### config.mk
export PLATFORM = sky130hd
export DESIGN_NAME = npc_unit
export DESIGN_NICKNAME = d
export VERILOG_FILES = /design/src/rtl/npc_pkg.sv /design/src/rtl/npc_rst_sync.sv /design/src/rtl/npc_decode.sv /design/src/rtl/npc_target.sv /design/src/rtl/npc_unit.sv
export SDC_FILE = /design/constraint.sdc
export NUM_CORES = 1
export LEC_CHECK = 0
export CORE_ASPECT_RATIO = 0.75
export CORE_MARGIN = 10
export CORE_UTILIZATION = 49
export CTS_CLUSTER_DIAMETER = 40
export DETAILED_ROUTE_END_ITERATION = 8
export GPL_TIMING_DRIVEN = 0
export MAX_ROUTING_LAYER = met4
export PLACE_DENSITY = 0.88
export SLEW_MARGIN = 5
export SYNTH_ARGS = -nofsm -noshare
export SYNTH_HDL_FRONTEND = slang
export SYNTH_SLANG_ARGS = --single-unit
### constraint.sdc
create_clock -name clk -period 6.13 [get_ports clk]
set_input_delay 0.613 -clock clk [delete_from_list [all_inputs] [get_ports clk]]
set_output_delay 0.613 -clock clk [all_outputs]
set_load 0.05 [all_outputs]
### src/rtl/npc_pkg.sv
`timescale 1ns/1ps
package npc_pkg;
  localparam int WORD_W = 32;
  localparam int OPC_W  = 6;
  localparam int FN_W   = 6;
  localparam int RIDX_W = 5;
  localparam int IMM_W  = 16;
  localparam int JFLD_W = 26;
  localparam int SHIFT_W = 2;
  localparam int PAGE_W = WORD_W - JFLD_W - SHIFT_W;
  localparam int SEXT_W = WORD_W - IMM_W - SHIFT_W;

  localparam logic [OPC_W-1:0] OPC_SPECIAL = 6'd0;
  localparam logic [OPC_W-1:0] OPC_JUMP    = 6'd2;
  localparam logic [OPC_W-1:0] OPC_JLINK   = 6'd3;
  localparam logic [OPC_W-1:0] OPC_BREQ    = 6'd4;
  localparam logic [OPC_W-1:0] OPC_BRNE    = 6'd5;
  localparam logic [FN_W-1:0]  FN_REGJMP   = 6'h08;

  typedef enum logic [2:0] {
    FLOW_SEQ,
    FLOW_BREQ,
    FLOW_BRNE,
    FLOW_JUMP,
    FLOW_JLINK,
    FLOW_RET
  } flow_e;
endpackage

### src/rtl/npc_rst_sync.sv
`timescale 1ns/1ps
module npc_rst_sync #(
  parameter int STAGES = 2
) (
  input  logic clk,
  input  logic rst_n,
  output logic rst_sync_n
);
  logic [STAGES-1:0] chain_q;
  logic [STAGES-1:0] chain_d;

  always_comb begin
    chain_d = {chain_q[STAGES-2:0], 1'b1};
  end

  always_ff @(posedge clk or negedge rst_n) begin
    if (!rst_n) chain_q <= '0;
    else        chain_q <= chain_d;
  end

  assign rst_sync_n = chain_q[STAGES-1];
endmodule

### src/rtl/npc_decode.sv
`timescale 1ns/1ps
module npc_decode
  import npc_pkg::*;
(
  input  logic [WORD_W-1:0] instr,
  output flow_e             flow,
  output logic [IMM_W-1:0]  imm,
  output logic [JFLD_W-1:0] jfld
);
  logic [OPC_W-1:0] opc;
  logic [FN_W-1:0]  fn;

  assign opc  = instr[WORD_W-1 -: OPC_W];
  assign fn   = instr[FN_W-1:0];
  assign imm  = instr[IMM_W-1:0];
  assign jfld = instr[JFLD_W-1:0];

  always_comb begin
    flow = FLOW_SEQ;
    unique case (opc)
      OPC_SPECIAL: flow = (fn == FN_REGJMP) ? FLOW_RET : FLOW_SEQ;
      OPC_JUMP:    flow = FLOW_JUMP;
      OPC_JLINK:   flow = FLOW_JLINK;
      OPC_BREQ:    flow = FLOW_BREQ;
      OPC_BRNE:    flow = FLOW_BRNE;
      default:     flow = FLOW_SEQ;
    endcase
  end
endmodule

### src/rtl/npc_target.sv
`timescale 1ns/1ps
module npc_target
  import npc_pkg::*;
(
  input  logic [WORD_W-1:0] pc_cur,
  input  flow_e             flow,
  input  logic [IMM_W-1:0]  imm,
  input  logic [JFLD_W-1:0] jfld,
  input  logic [WORD_W-1:0] rs_val,
  input  logic [WORD_W-1:0] rt_val,
  output logic [WORD_W-1:0] pc_inc,
  output logic [WORD_W-1:0] pc_nxt
);
  logic [WORD_W-1:0] br_off;
  logic [WORD_W-1:0] br_tgt;
  logic [WORD_W-1:0] jmp_tgt;
  logic              ops_eq;

  assign pc_inc  = pc_cur + WORD_W'(4);
  assign br_off  = {{SEXT_W{imm[IMM_W-1]}}, imm, {SHIFT_W{1'b0}}};
  assign br_tgt  = pc_inc + br_off;
  assign jmp_tgt = {pc_inc[WORD_W-1 -: PAGE_W], jfld, {SHIFT_W{1'b0}}};
  assign ops_eq  = (rs_val == rt_val);

  always_comb begin
    pc_nxt = pc_inc;
    unique case (flow)
      FLOW_BREQ:  pc_nxt = ops_eq  ? br_tgt : pc_inc;
      FLOW_BRNE:  pc_nxt = !ops_eq ? br_tgt : pc_inc;
      FLOW_JUMP,
      FLOW_JLINK: pc_nxt = jmp_tgt;
      FLOW_RET:   pc_nxt = rs_val;
      default:    pc_nxt = pc_inc;
    endcase
  end
endmodule

### src/rtl/npc_unit.sv
`timescale 1ns/1ps
module npc_unit
  import npc_pkg::*;
#(
  parameter logic [WORD_W-1:0] RESET_ADDR = 32'h0040_0000,
  parameter logic [RIDX_W-1:0] LINK_REG   = 5'd31
) (
  input  logic              clk,
  input  logic              rst_n,
  input  logic              stall,
  input  logic [WORD_W-1:0] instr,
  input  logic [WORD_W-1:0] rs_val,
  input  logic [WORD_W-1:0] rt_val,
  output logic [WORD_W-1:0] pc,
  output logic              link_we,
  output logic [RIDX_W-1:0] link_addr,
  output logic [WORD_W-1:0] link_data
);
  logic              rst_sync_n;
  flow_e             flow;
  logic [IMM_W-1:0]  imm;
  logic [JFLD_W-1:0] jfld;
  logic [WORD_W-1:0] pc_q;
  logic [WORD_W-1:0] pc_d;
  logic [WORD_W-1:0] pc_inc;
  logic [WORD_W-1:0] pc_nxt;
  logic              pc_en;

  npc_rst_sync #(.STAGES(2)) u_rst_sync (
    .clk        (clk),
    .rst_n      (rst_n),
    .rst_sync_n (rst_sync_n)
  );

  npc_decode u_decode (
    .instr (instr),
    .flow  (flow),
    .imm   (imm),
    .jfld  (jfld)
  );

  npc_target u_target (
    .pc_cur (pc_q),
    .flow   (flow),
    .imm    (imm),
    .jfld   (jfld),
    .rs_val (rs_val),
    .rt_val (rt_val),
    .pc_inc (pc_inc),
    .pc_nxt (pc_nxt)
  );

  assign pc_en = !stall;

  always_comb begin
    pc_d = pc_q;
    if (pc_en) pc_d = pc_nxt;
  end

  always_ff @(posedge clk or negedge rst_sync_n) begin
    if (!rst_sync_n) pc_q <= RESET_ADDR;
    else             pc_q <= pc_d;
  end

  assign pc        = pc_q;
  assign link_we   = rst_sync_n && pc_en && (flow == FLOW_JLINK);
  assign link_addr = LINK_REG;
  assign link_data = pc_inc;
endmodule

==> results.sh <==
export IMPL_dp_hpwl_um=15500
export IMPL_nets=848
export IMPL_vias=5258
export IMPL_synth_avg_cell_area_um2=8.11
export IMPL_pre_cts_slack_ns=1.46
export IMPL_multi_input_area_um2=3280
export IMPL_antenna_found_initial=0
export IMPL_initial_core_util=0.510
export IMPL_synth_xor_area_frac=0.174
export IMPL_crit_slowest_cell="nor3_1"
export IMPL_cts_buffer_depth=2
export IMPL_synthAdderAreaFrac=0.105
export IMPL_wl_per_cell_um=23.7
export IMPL_gp_congestion=0.963
export IMPL_syn_inst=539
export IMPL_core_um2=8560
export IMPL_grt_pass1_vias=5338
export IMPL_dieWidth_um=129
export IMPL_ys_types=61
export IMPL_hold_viol=0
export IMPL_synth_area_leader_cell="dfrtp_1"
export IMPL_final_seq_area_um2=853
export IMPL_io_buffers=162
export IMPL_crit_fanout=6
export IMPL_p_leak_nw=2.59
export IMPL_max_slew_margin=0.399
export IMPL_synth_compound_gate_area_share=0.282
export IMPL_final_period_utilization=0.788
export IMPL_yosys_area_top_type_share=0.189
export IMPL_cp_required_ns=6.28
export IMPL_drive_gt1_frac=0.0476
export IMPL_cts_reportedPaths_clkPinSlew_ns=0.07
export IMPL_crit_type="flop to flop"
export IMPL_grt_total_usage=0.296
export IMPL_synth_flop_cell="dfrtp_1"
export IMPL_wl_um=19500
export IMPL_syn_area_um2=4370
export IMPL_ys_seq_elements=34
export IMPL_antenna_diode_count=0
export IMPL_tightest_slew_ns=0.897
export IMPL_drcViolationCount=0
export IMPL_cts_inserted_buffers=5
export IMPL_slowest_delay_ns=0.51
export IMPL_status="finished clean"
export IMPL_ant_nets=0
export IMPL_synthMuxAreaShare=0.00687
export IMPL_startpoint_type="flop"
export IMPL_skew_ns=0.00856
export IMPL_via_per_inst=6.40
export IMPL_ios=169
export IMPL_syn2layout_area_growth_pct=45.1
export IMPL_grt_pass1_wl_um=29600
export IMPL_cts_tree="done"
export IMPL_drv_slew=0
export IMPL_cts_root_buf="clkbuf_16"
export IMPL_fin_crit_ns=4.83
export IMPL_grt_start_max_net_pins=34
export IMPL_async_flop_share=1.00
export IMPL_row_count=29
export IMPL_cts_max_level=2
export IMPL_path_cells="ha_1 -> nand2_1 -> nor4_2 -> nand2b_1 -> nor3_1 -> nand3_1 -> xnor2_1 -> ha_1 -> a21oi_1 -> o21ai_0 -> a31oi_1 -> o21ai_0 -> a21o_1 -> a211oi_1 -> xnor2_1 -> mux2i_1 -> a222oi_1"
export IMPL_cts_sinks=34
export IMPL_finalSetupViolCount=0
export IMPL_clock_latency_ns=0.30
export IMPL_dr_pass1_iters=5
export IMPL_end_kind="flop"
export IMPL_grt_overflow=0
export IMPL_synth_top_family_by_area="compound AO/OA/AOI/OAI gates"
export IMPL_peakVddDrop_uv=395
export IMPL_synthSimpleGateAreaFrac=0.178
export IMPL_crit_arrival_ns=4.98
export IMPL_synth_area_leaders="dfrtp_1, xnor2_1, ha_1"
export IMPL_drtIter0Drc=654
export IMPL_fillers=644
export IMPL_tns_ns=0
export IMPL_cap_violations=0
export IMPL_postCtsResizedCells=0
export IMPL_yosysWarnings=0
export IMPL_die_area_um2=13100
export IMPL_fmax_mhz=207
export IMPL_yosysSeqAreaShare=0.195
export IMPL_fin_util=0.740
export IMPL_powerDensity_nw_per_um2=466
export IMPL_synth_edff_count=0
export IMPL_rsz0062_at_grt="false"
export IMPL_cts_hold_fix_buffers=0
export IMPL_die_h_um=102
export IMPL_hold_class="flop to flop"
export IMPL_fin_ws_ns=1.30
export IMPL_cts_setup_buffers=0
[synth_stat cells, drive strengths merged (5+ instances only)]
| library cell | instances |
|---|---|
| o21a | 6 |
| nand4 | 12 |
| buf | 12 |
| a31oi | 7 |
| a211oi | 6 |
| nand2b | 7 |
| xor2 | 18 |
| a221o | 24 |
| a221oi | 19 |
| xnor2 | 68 |
| clkbuf | 16 |
| nor3 | 11 |
| a21o | 13 |
| inv | 28 |
| and4 | 5 |
| o21ai | 14 |
| nand3 | 23 |
| and3 | 7 |
| nand2 | 36 |
| dfrtp | 33 |
| a21oi | 58 |
| nor2 | 33 |
| a2bb2oi | 5 |
| ha | 35 |
[final timing paths]
path                                       start               endpoint  slack [ns]  cells after the start
setup / recovery                           pc[3]                 pc[31]        1.30                     17
max in group asynchronous  u_rst_sync.chain_q[1]                 pc[12]        5.21                      0
setup reg to reg                           pc[3]                 pc[31]        1.30                     17
min in group asynchronous  u_rst_sync.chain_q[1]                  pc[0]        0.38                      0
hold / removal             u_rst_sync.chain_q[0]  u_rst_sync.chain_q[1]        0.36                      0
hold reg to reg            u_rst_sync.chain_q[0]  u_rst_sync.chain_q[1]        0.36                      0
[flip-flops by register name, indices dropped and copies added (netlist names)]
register and cells:
pc 32, u_rst_sync.chain_q 2
[cell type report]
| type | instances | area share |
|---|---|---|
| clock buffer | 5 | 0.0197 |
| timing repair buffer | 162 | 0.256 |
| tap | 108 | 0.0213 |
| multi-input combinational | 453 | 0.518 |
| buffer | 28 | 0.0227 |
| inverter | 29 | 0.0172 |
| sequential | 34 | 0.135 |
| clock inverter | 3 | 0.0109 |
[worst max-delay path, delay by kind of cell, from the launching register on]
kind,cells,cell delay [ns]
mux,1,0.23
simple gates,5,1.63
flops,1,0.41
compound gates,7,1.26
fa+ha+maj,2,0.64
xor+xnor,2,0.51
[layer usage]
| metal | global-route usage | wire length (µm) |
|---|---|---|
| met3 | 0.0819 | 2420 |
| met2 | 0.457 | 8420 |
| met4 | 0.0854 | 565 |
| met5 | - | 0 |
| met1 | 0.372 | 8100 |
[cell families after synthesis]
family,count (synthesis)
DFF,34
xor gates and xnor gates,86
muxes,3
buffers and inverters,57
AOI/OAI and AO/OA,174
and+or+nand+nor,148
other,1
adders and majority gates,36
[power breakdown]
group          leakage [nW]  internal, mW  switching [mW]
Sequential            0.365         0.293           0.101
Combinational          2.13         0.807            1.40
Clock                0.0940         0.234           0.119
Total                  2.59          1.33            1.62
[per-stage QoR]
step | std cells | total power, mW | hold slack, ns | cell area (µm²)
detailed placement | 814 | 2.55 | 0.344 | 6150
global placement | 814 | 2.53 | 0.339 | 6140
CTS | 822 | 2.92 | 0.358 | 6340
global route | 822 | 3.10 | 0.365 | 6340
finish | 822 | 2.96 | 0.357 | 6340
floorplan | 544 | 1.90 | 0.317 | 4390
[cell usage in the layout, fill, tap and decap left out, types with 7 or more instances in the layout]
cell type	netlist	layout
xor2_1	18	18
a221o_1	24	24
a31oi_1	7	7
clkbuf_1	15	15
xnor2_1	67	67
ha_1	35	35
a21o_1	13	13
clkdlybuf4s50_1	0	162
a221oi_1	19	19
a21oi_1	57	57
nand3_1	21	21
dfrtp_1	33	32
nor2_1	33	33
nand2b_1	7	7
o21ai_0	14	14
buf_4	7	7
nor3_1	9	9
nand2_1	36	36
nand4_1	12	12
inv_1	28	28
(Power assumes the default switching activity.)
